==> config.mk <==
export PLATFORM = sky130hd
export DESIGN_NAME = cla16_adder
export DESIGN_NICKNAME = d
export VERILOG_FILES = /design/src/rtl/cla_pkg.sv /design/src/rtl/cla_bit_pg.sv /design/src/rtl/cla_lookahead.sv /design/src/rtl/cla_group.sv /design/src/rtl/cla16_adder.sv
export SDC_FILE = /design/constraint.sdc
export NUM_CORES = 1
export LEC_CHECK = 0
export BUFFER_PORTS_ARGS = -buffer_cell sky130_fd_sc_hd__buf_4
export CAP_MARGIN = 20
export CELL_PAD_IN_SITES_DETAIL_PLACEMENT = 1
export CELL_PAD_IN_SITES_GLOBAL_PLACEMENT = 2
export CORE_MARGIN = 3
export CORE_UTILIZATION = 27
export DETAILED_ROUTE_END_ITERATION = 10
export GPL_ROUTABILITY_DRIVEN = 0
export PLACE_DENSITY_LB_ADDON = 0.08
export SYNTH_ARGS = -nofsm -noshare
export SYNTH_HDL_FRONTEND = slang
export SYNTH_SLANG_ARGS = --single-unit
export TNS_END_PERCENT = 20
==> constraint.sdc <==
create_clock -name vclk -period 2.6
set_input_delay 0.26 -clock vclk [all_inputs]
set_output_delay 0.26 -clock vclk [all_outputs]
set_load 0.005 [all_outputs]
==> src/rtl/cla_pkg.sv <==
package cla_pkg;
  // Per-bit lookahead terms
  typedef struct packed {
    logic gen;
    logic prop;
    logic half;
  } bit_terms_t;
endpackage

==> src/rtl/cla_bit_pg.sv <==
module cla_bit_pg
  import cla_pkg::*;
#(
  parameter int WIDTH = 4
) (
  input  logic [WIDTH-1:0] a_i,
  input  logic [WIDTH-1:0] b_i,
  output logic [WIDTH-1:0] gen_o,
  output logic [WIDTH-1:0] prop_o,
  output logic [WIDTH-1:0] half_o
);

  for (genvar i = 0; i < WIDTH; i++) begin : g_bit
    bit_terms_t terms;
    always_comb begin
      terms.gen  = a_i[i] & b_i[i];
      terms.prop = a_i[i] | b_i[i];
      terms.half = a_i[i] ^ b_i[i];
    end
    assign gen_o[i]  = terms.gen;
    assign prop_o[i] = terms.prop;
    assign half_o[i] = terms.half;
  end

endmodule

==> src/rtl/cla_lookahead.sv <==
// Flat sum-of-products lookahead over N generate/propagate pairs.
// carry_o[0] is the incoming carry; carry_o[j] is the carry into position j.
module cla_lookahead #(
  parameter int N = 4
) (
  input  logic [N-1:0] gen_i,
  input  logic [N-1:0] prop_i,
  input  logic         cin_i,
  output logic [N-1:0] carry_o,
  output logic         grp_gen_o,
  output logic         grp_prop_o
);

  logic [N:0] carries;
  logic       grp_gen;

  // Each carry is an OR of product terms built from inputs only
  always_comb begin
    logic acc;
    logic prod;
    carries    = '0;
    carries[0] = cin_i;
    for (int j = 0; j < N; j++) begin
      acc = 1'b0;
      for (int k = 0; k <= j; k++) begin
        prod = gen_i[k];
        for (int m = k + 1; m <= j; m++) begin
          prod = prod & prop_i[m];
        end
        acc = acc | prod;
      end
      prod = cin_i;
      for (int m = 0; m <= j; m++) begin
        prod = prod & prop_i[m];
      end
      carries[j+1] = acc | prod;
    end
  end

  // Group generate: same expansion with a zero incoming carry
  always_comb begin
    logic prod;
    grp_gen = 1'b0;
    for (int k = 0; k < N; k++) begin
      prod = gen_i[k];
      for (int m = k + 1; m < N; m++) begin
        prod = prod & prop_i[m];
      end
      grp_gen = grp_gen | prod;
    end
  end

  assign carry_o    = carries[N-1:0];
  assign grp_gen_o  = grp_gen;
  assign grp_prop_o = &prop_i;

endmodule

==> src/rtl/cla_group.sv <==
module cla_group #(
  parameter int GROUP_W = 4
) (
  input  logic [GROUP_W-1:0] a_i,
  input  logic [GROUP_W-1:0] b_i,
  input  logic               cin_i,
  output logic [GROUP_W-1:0] sum_o,
  output logic               grp_gen_o,
  output logic               grp_prop_o
);

  logic [GROUP_W-1:0] gen;
  logic [GROUP_W-1:0] prop;
  logic [GROUP_W-1:0] half;
  logic [GROUP_W-1:0] carry;

  cla_bit_pg #(.WIDTH(GROUP_W)) u_pg (
    .a_i    (a_i),
    .b_i    (b_i),
    .gen_o  (gen),
    .prop_o (prop),
    .half_o (half)
  );

  cla_lookahead #(.N(GROUP_W)) u_la (
    .gen_i      (gen),
    .prop_i     (prop),
    .cin_i      (cin_i),
    .carry_o    (carry),
    .grp_gen_o  (grp_gen_o),
    .grp_prop_o (grp_prop_o)
  );

  assign sum_o = half ^ carry;

endmodule

==> src/rtl/cla16_adder.sv <==
module cla16_adder #(
  parameter int GROUP_W = 4,
  parameter int GROUPS  = 4,
  localparam int W      = GROUP_W * GROUPS
) (
  input  logic [W-1:0] a_i,
  input  logic [W-1:0] b_i,
  input  logic         cin_i,
  output logic [W-1:0] sum_o,
  output logic         cout_o,
  output logic         pg_o,
  output logic         gg_o
);

  logic [GROUPS-1:0] grp_gen;
  logic [GROUPS-1:0] grp_prop;
  logic [GROUPS-1:0] grp_cin;

  for (genvar k = 0; k < GROUPS; k++) begin : g_grp
    cla_group #(.GROUP_W(GROUP_W)) u_grp (
      .a_i        (a_i[k*GROUP_W +: GROUP_W]),
      .b_i        (b_i[k*GROUP_W +: GROUP_W]),
      .cin_i      (grp_cin[k]),
      .sum_o      (sum_o[k*GROUP_W +: GROUP_W]),
      .grp_gen_o  (grp_gen[k]),
      .grp_prop_o (grp_prop[k])
    );
  end

  // Second level: carries into each group and block-wide pair
  cla_lookahead #(.N(GROUPS)) u_top_la (
    .gen_i      (grp_gen),
    .prop_i     (grp_prop),
    .cin_i      (cin_i),
    .carry_o    (grp_cin),
    .grp_gen_o  (gg_o),
    .grp_prop_o (pg_o)
  );

  assign cout_o = gg_o | (pg_o & cin_i);

endmodule

# == After elaboration in Yosys (flattened, before gate mapping) ==
# Cells that the tools add are included.
# totals
reg_bits,0
out_inout_bits,19
wordCells,149
# classes
bitwise,144
n_reduce_logical,5
# op_table
cell,n
1-bit AND,62
1-bit bitwise OR,62
16-bit AND reduction,1
4-bit AND reduction,4
1-bit XOR,16
4-bit XOR,4

# == Logic depth before layout (Yosys ltp) ==
# Gate-level depths: netlist (run 1).
# logic_depth
ltp_word,17
ltp_mapped,9

# == Cells and area by module ==
# From an unflattened synthesis (run 1), not the netlist that was laid out.
# hier_totals
cells_unflattened,162
hier_area_um2,1066.0
# modules_own_cells
mod,n_inst,cells_per_inst,area_each_um2,seq_area_each_um2
cla_bit_pg,4,20,145.1,0.0
cla_lookahead,5,13,67.6,0.0
cla_group,4,4,35.0,0.0
cla16_adder,1,1,7.5,0.0

# == Worst setup path before layout (run 1) ==
# Ideal clock, no wire load.
# synth_timing
kind,input to output
startpoint,input port a_i[2]
endpoint,output port sum_o[12]
arrival_time_ns,2.032
t_required_ns,2.340
path_slack_ns,0.308
stages,8
path_buffers,0
cell_sequence,inv_1 > ha_1 > or3_4 > or2_4 > a31o_1 > nand2_1 > a21o_1 > fa_1
# synth_between
elab_chain_len,12
word_cells_on_any_way,20
# synth_rtl
element,line,source
from (decl),cla16_adder.sv:6,"input logic [W-1:0] a_i,"
1-bit bitwise OR,cla_bit_pg.sv:17,terms.prop = a_i[i] | b_i[i];
1-bit AND (2 in a row),cla_lookahead.sv:47,prod = prod & prop_i[m];
1-bit bitwise OR,cla_lookahead.sv:49,grp_gen = grp_gen | prod;
1-bit bitwise OR (2 in a row),-,
1-bit AND (2 in a row),cla_lookahead.sv:28,prod = prod & prop_i[m];
1-bit bitwise OR (2 in a row),cla_lookahead.sv:30,acc = acc | prod;
1-bit bitwise OR (*),cla_lookahead.sv:36,carries[j+1] = acc | prod;
4-bit XOR (*),cla_group.sv:34,assign sum_o = half ^ carry;
to (decl),cla16_adder.sv:9,"output logic [W-1:0] sum_o,"
# Mark *: on every way between the ends. The rest lies on a longest branch, timed or not.

# == Worst setup path in the final report (run 1) ==
# layout_timing
startpoint,input port b_i[3]
endpoint,output port sum_o[12]
# layout_between
elab_chain_len,11
word_cells_on_any_way,18
# layout_rtl
element,line,source
from (decl),cla16_adder.sv:7,"input logic [W-1:0] b_i,"
1-bit bitwise OR,cla_bit_pg.sv:17,
1-bit AND,cla_lookahead.sv:47,
1-bit bitwise OR,cla_lookahead.sv:49,
1-bit bitwise OR (2 in a row),-,
1-bit AND (2 in a row),cla_lookahead.sv:28,
1-bit bitwise OR (2 in a row),cla_lookahead.sv:30,
1-bit bitwise OR (*),cla_lookahead.sv:36,
4-bit XOR (*),cla_group.sv:34,
# Marks and branches as above.

==> out/metrics.yaml, run 1 <==
peakVddDrop_uv: 71.6
hold_viol_final: 0
synth_area_leader_cell: "ha_1"
synthTopCellsByCount: "inv_1, ha_1, nor2_1, a21oi_1, nand2_1"
yosys_warnings: 0
finalSetupTns_ns: 0
synth_simple_gate_area_share: 0.255
drt_wl_total_microns: 3460
place_ws_ns: 0.0622
rows: 24
place_inst: 282
hold_path_end: "sum_o[4]"
core-area_sq_mm: 0.00441
synth_nets: 241
cts_hold_buf: 0
worst_slack_ns: 0.106
drive_gt1_frac: 0.328
cp-start-kind: "input pin"
min-delay-start: "b_i[4]"
synth_area_leaders: "ha_1, inv_1, fa_1, xor2_1, nor2_1"
start_util: 0.284
min_delay_path_depth: 3
synth_top_family_by_area: "adder cells"
routed_via_density: 4.79
die_h_microns: 74.1
fin_nets: 303
swShare: 0.454
fin_util: 0.408
max_freq_mhz: 401
syn_inst: 172
grt_max_degree: 6
slew_headroom: 0.738
min_period_over_period: 0.959
crit_path_end_kind: "primary output"
leakagePower_nw: 0.971
path_class: "in2out"
grt_first_pass_wirelength_microns: 5860
first_pass_iters: 4
muxShareOfSynthArea: 0.0170
grt_overflow_total: 0
power_frac_clock: 0
status: "complete, no violations"
synthAdderAreaFrac: 0.384
synth_top_cell_area_share: 0.320
seq_area_frac_synth: 0
critPathRequiredTime_ns: 2.34
grt_util_all_layers: 0.126
drv_slew: 0
synth_cell_type_count: 41
internal_power_mw: 0.214
powerDensity_mw_per_mm2: 218
ant_nets: 0
grt_pass1_vias: 1397
drc: 0
syn_avg_cell_area_sq_um: 7.28
min_path_type: "in2out"
p_sw_mw: 0.178
die-area_sq_mm: 0.00549
stdcell_area_sq_mm: 0.00180
finalSetupViolCount: 0
dpl_cell_area_sq_mm: 0.00175
die_w_microns: 74.1
via_count: 1361
dp_hpwl_microns: 3130
power.total_mw: 0.392
io_buffers: 52
antenna_found_initial: 0
p_comb_frac: 1.000
cp_max_fo: 4
design.seq.count: 0
seqPwrFrac: 0
seqCellArea_sq_um: 0
num_io_pins: 52
synth-compound-area-share: 0.172
worstMarginPinSlew_ns: 0.388
synth_xor_area_frac: 0.0559
netlist_area_sq_mm: 0.00125
routedWlPerCell_microns: 12.2
final_cells: 284
critPathArrivalTime_ns: 2.23
rsz0062_at_grt: "false"
antenna_cells: 0
final.clkbuf_count: 0
syn_to_final_growth_pct: 43.8
finalCriticalPeriod_ns: 2.49
maxCapViolations: 0
holdWs_ns: 0.867
dr.first_iter.drc_count: 29
synth.most_common_cell: "inv_1"
## metal layers
layer | vias to the layer above | share of wire | GRT usage
li1 | 699 | - | -
met1 | 639 | 0.40 | 0.150
met2 | 23 | 0.56 | 0.262
met3 | 0 | 0.036 | 0.00270
met4 | 0 | 0 | 0
met5 | - | 0 | 0
## cell usage in the layout (no fill, tap or decap), types with 4 or more instances in the layout
master / count
buf_4: 59
inv_1: 37
ha_1: 29
nor2_1: 13
a21oi_1: 9
nand2_1: 8
xor2_1: 6
nor2b_1: 5
o21ai_0: 5
nor4_1: 4
nor3_1: 4
fa_1: 4
## critical path, cell delays in order
cell     delay [ns]
buf_4          0.09
inv_2          0.04
ha_4           0.16
or3_4          0.39
or2_4          0.28
a31o_4         0.23
nand2_2        0.08
a21o_1         0.14
fa_1           0.42
buf_4          0.15
## worst max-delay path by stage
stage	start	endpoint	slack, ns	cells past startpoint
CTS	a_i[3]	sum_o[12]	0.04	10
floorplan	a_i[2]	sum_o[12]	0.31	8
finish	b_i[3]	sum_o[12]	0.11	10
global route	a_i[0]	sum_o[12]	0.005	10
detailed placement	a_i[3]	sum_o[12]	0.06	10
global placement	a_i[3]	sum_o[12]	0.08	10
## power groups by stage
stage | Combinational [mW] | Sequential [mW] | Clock (mW)
finish | 0.392 | 0 | 0
global placement | 0.377 | 0 | 0
floorplan | 0.195 | 0 | 0
CTS | 0.387 | 0 | 0
global route | 0.443 | 0 | 0
detailed placement | 0.384 | 0 | 0
## layout make-up
type | count | area [sq um]
Timing Repair Buffer | 60 | 454
Tap cell | 52 | 65.1
Fill cell | 560 | 2610
Multi-Input combinational cell | 133 | 1130
Inverter | 39 | 146
## cells by family after synthesis
family / after synthesis
compound gates: 31
fa+ha+maj: 36
xor+xnor: 8
buf+inv: 39
mux: 2
simple gates: 56
## repair_timing
item / in CTS / in global routing
buffers inserted: 0 / 2
setup endpoints to repair: 0 / 3
hold endpoints to repair: 0 / 0
resized for setup: 0 / 9
No activity file was read; power rests on OpenSTA's default activity.
==> run 2, diff against run 1 <==
Settings changed: BUFFER_PORTS_ARGS -buffer_cell sky130_fd_sc_hd__buf_4 to default, CORE_UTILIZATION 27 to 36, DONT_BUFFER_PORTS from default to 1.
==> out/metrics.yaml, run 2 (synthesis gave the netlist of run 1 again) <==
drc: 0  # unchanged
io_buffers: 0  # -100%
die_w_microns: 65.0  # -12%
max_freq_mhz: 427  # +6.4%
nFillCells: 425  # -24%
die-area_sq_mm: 0.00422  # -23%
seqCellArea_sq_um: 0  # unchanged
routed_via_density: 5.26  # +9.7%
routedWlPerCell_microns: 14.1  # +15%
grt_first_pass_wirelength_microns: 5360  # -8.5%
antenna_found_initial: 0  # unchanged
rsz0062_at_grt: "false"
leakagePower_nw: 0.693  # -29%
first_pass_iters: 4  # unchanged
path_class: "in2out"
ant_nets: 0  # unchanged
final_common_cell: "inv_1"
finalSetupViolCount: 0  # unchanged
min-delay-start: "b_i[4]"
grt_pass1_vias: 1254  # -10%
cts_hold_buf: 0  # unchanged
crit_path_end_kind: "primary output"
status: "complete, no violations"
p_sw_mw: 0.143  # -20%
antenna_cells: 0  # unchanged
grt_max_degree: 6  # unchanged
grt_overflow_total: 0  # unchanged
power.total_mw: 0.250  # -36%
hold_viol_final: 0  # unchanged
cp-start-kind: "input pin"
postCtsResizedCells: 0  # unchanged
core-area_sq_mm: 0.00318  # -28%
drive_gt1_frac: 0.0632  # -0.264
peakVddDrop_uv: 65.7  # -8.3%
finalSetupTns_ns: 0  # unchanged
critPathRequiredTime_ns: 2.34  # about the same
dp_hpwl_microns: 2840  # -9.5%
cp-startpoint: "a_i[2]"
internal_power_mw: 0.106  # -50%
via_count: 1146  # -16%
min_period_over_period: 0.902  # -0.0573
slew_headroom: 0.511  # -0.227
powerDensity_mw_per_mm2: 189  # -13%
seqPwrFrac: 0  # unchanged
grt_util_all_layers: 0.150  # +0.0238
swShare: 0.574  # +0.120
min_path_type: "in2out"
start_util: 0.394  # +0.110
min_delay_path_depth: 1  # -2
final.clkbuf_count: 0  # unchanged
worstMarginPinSlew_ns: 0.727  # +0.338 ns
syn_to_final_growth_pct: 5.59
drv_slew: 0  # unchanged
power_frac_clock: 0  # unchanged
rows: 20  # -17%
maxCapViolations: 0  # unchanged
num_io_pins: 52  # unchanged
final_cell_mix: "inv_1, ha_1, nor2_1, a21oi_1, nand2_1"
finalCriticalPeriod_ns: 2.34  # -0.149 ns
die_h_microns: 65.0  # -12%
cp_max_fo: 4  # unchanged
fin_nets: 245  # -19%
p_comb_frac: 1.000  # about the same
dr.first_iter.drc_count: 17  # -41%
critPathArrivalTime_ns: 2.08  # -0.15 ns
post-cts-setup-buffers: 0  # unchanged
drt_wl_total_microns: 3060  # -11%
hold_path_end: "sum_o[4]"
design.seq.count: 0  # unchanged
[run 2: cell count changes in the layout (fill, tap and decap cells not counted), moves of 2 or more]
cell	delta
inv_2	-2
ha_2	-2
ha_1	+3
buf_4	-57
inv_1	+2
[run 2: worst max-delay path by stage]
stage | slack (ns) | depth (start not counted) | endpoint
2_1_floorplan | 0.31 | 8 | sum_o[12]
3_3_place_gp | 0.27 | 8 | sum_o[12]
3_5_place_dp | 0.24 | 8 | sum_o[12]
4_1_cts | 0.24 | 8 | sum_o[12]
5_1_grt | 0.19 | 8 | sum_o[13]
6_report | 0.26 | 8 | sum_o[12]
[run 2: cell type report]
type               count  area (sq um)  area share
inverters             39           146       0.111
multi-input cells    133          1110       0.836
repair buffers         2          15.0      0.0114
well taps             44          55.1      0.0416
[run 2: metal layers]
layer	GRT usage	share of wire	vias up
met1	0.188	0.44	533
li1	-	-	583
met4	0	0	0
met2	0.287	0.51	30
met3	0.0156	0.057	0
met5	0	0	-
[run 2: worst max-delay path: stages]
cell     delay [ns]
inv_1          0.02
ha_1           0.23
or3_4          0.40
or2_4          0.25
a31o_1         0.25
nand2_1        0.10
a21o_1         0.14
fa_1           0.45
[run 2: per-stage QoR]
step                 util  hold WS (ns)  setup WS (ns)  area (sq um)  instances
detailed placement  0.416         0.680          0.240          1320        218
global route        0.416         0.683          0.190          1320        218
global placement    0.416         0.670          0.265          1320        218
finish              0.416         0.679          0.256          1320        218
CTS                 0.416         0.682          0.237          1320        218
floorplan               -         0.648          0.308          1250        172
[run 2: power by group through the flow]
stage | Sequential, mW | Clock, mW | Combinational, mW
2_1_floorplan | 0 | 0 | 0.195
3_3_place_gp | 0 | 0 | 0.242
3_5_place_dp | 0 | 0 | 0.253
4_1_cts | 0 | 0 | 0.255
5_1_grt | 0 | 0 | 0.285
6_report | 0 | 0 | 0.250
==> run 3, diff against run 2 <==
Settings changed: CORE_MARGIN 3 to 4.
==> out/metrics.yaml, run 3 (synthesis gave the netlist of run 1 again) <==
slowest_stage: "fa_1"
via_count: 1139  # -0.61%
first_pass_iters: 4  # unchanged
die_w_microns: 67.0  # +3.1%
antenna_cells: 0  # unchanged
design.seq.count: 0  # unchanged
min_path_type: "in2out"
min_delay_path_depth: 2  # +1
drive_gt1_frac: 0.0523  # -0.0109
maxCapViolations: 0  # unchanged
path_delay_family: "simple AND/OR/NAND/NOR gates"
seqCellArea_sq_um: 0  # unchanged
grt_first_pass_wirelength_microns: 4820  # -10%
grt_util_all_layers: 0.131  # -0.0191
status: "complete, no violations"
rsz0062_at_grt: "false"
final.clkbuf_count: 0  # unchanged
grt_pass1_vias: 1207  # -3.7%
path_class: "in2out"
grt_max_degree: 6  # unchanged
core-area_sq_mm: 0.00334  # +5.0%
num_io_pins: 52  # unchanged
cp-start-kind: "input pin"
final_cell_mix: "inv_1, ha_1, nor2_1, a21oi_1, nand2_1"
final_cells: 218  # unchanged
final_common_cell: "inv_1"
drv_slew: 0  # unchanged
syn_to_final_growth_pct: 4.60
stdcell_area_sq_mm: 0.00131  # -0.95%
hold_path_end: "cout_o"
worstMarginPinSlew_ns: 0.697  # -0.0292 ns
critPathRequiredTime_ns: 2.34  # about the same
ant_nets: 0  # unchanged
dp_hpwl_microns: 2740  # -3.4%
dpl_cell_area_sq_mm: 0.00131  # -0.95%
min_period_over_period: 0.930  # +0.0287
die_h_microns: 67.0  # +3.1%
finalSetupViolCount: 0  # unchanged
leakagePower_nw: 0.683  # -1.4%
io_buffers: 0  # unchanged
routedWlPerCell_microns: 13.6  # -3.2%
cts_hold_buf: 0  # unchanged
peakVddDrop_uv: 70.4  # +7.1%
drc: 0  # unchanged
hold_viol_final: 0  # unchanged
postCtsResizedCells: 0  # unchanged
antenna_found_initial: 0  # unchanged
drt_wl_total_microns: 2970  # -3.2%
rows: 21  # +5.0%
crit_path_end_kind: "primary output"
powerDensity_mw_per_mm2: 182  # -3.6%
fin_nets: 243  # -0.82%
cp_max_fo: 4  # unchanged
routed_via_density: 5.22  # -0.61%
post-cts-setup-buffers: 0  # unchanged
die-area_sq_mm: 0.00449  # +6.2%
start_util: 0.375  # -0.0188
cp.buffers_inverters: 1  # unchanged
grt_overflow_total: 0  # unchanged
finalCriticalPeriod_ns: 2.42  # +0.0745 ns
max_freq_mhz: 413  # -3.1%
fin_util: 0.393  # -0.0236
dr.first_iter.drc_count: 15  # -2
place_inst: 218  # unchanged
min-delay-start: "cin_i"
crit_path_max_incr_delay_ns: 0.43  # -0.02 ns
finalSetupTns_ns: 0  # unchanged
crit_path_cell_trace: "inv_1 > ha_1 > or3_4 > or2_4 > a31o_1 > nand2_1 > a21o_1 > fa_1"
slew_headroom: 0.531  # +0.0200
critPathArrivalTime_ns: 2.16  # +0.08 ns
run 3: changes by cell type in the layout (fill, tap and decap cells not counted), sizes merged:
cell / change
buf: -2
run 3: final cells by class:
| type | instances | area, sq um |
|---|---|---|
| Fill cell | 440 | 2030 |
| Tap cell | 46 | 57.6 |
| Multi-Input combinational cell | 133 | 1110 |
| Inverter | 39 | 146 |
run 3: where the power goes:
| part | internal [mW] | switching (mW) | leakage [nW] | total, mW |
|---|---|---|---|---|
| logic | 0.101 | 0.138 | 0.683 | 0.238 |
| clock network | 0 | 0 | 0 | 0 |
| registers | 0 | 0 | 0 | 0 |
| total | 0.101 | 0.138 | 0.683 | 0.238 |
run 3: metrics by stage:
step	setup slack (ns)	hold WS (ns)	total power [mW]
after global routing	0.102	0.686	0.274
final	0.181	0.673	0.238
after CTS	0.160	0.678	0.245
after detailed placement	0.176	0.678	0.242
after global placement	0.189	0.674	0.238
after floorplan	0.308	0.648	0.195
run 3: worst max path at each step:
stage                      endpoint  slack, ns   start  cells past startpoint
after floorplan           sum_o[12]       0.31  a_i[2]                      8
after global routing      sum_o[12]       0.10  a_i[2]                      8
after global placement    sum_o[12]       0.19  a_i[2]                      8
final                     sum_o[12]       0.18  a_i[2]                      8
after CTS                 sum_o[12]       0.16  a_i[2]                      8
after detailed placement  sum_o[12]       0.18  a_i[2]                      8
run 3: layer usage:
layer / routed length, microns / up-vias / global-route usage
met5: 0 / - / 0
met4: 0 / 0 / 0.00253
met3: 207 / 0 / 0.0135
met2: 1570 / 31 / 0.276
met1: 1190 / 528 / 0.143
li1: - / 580 / -
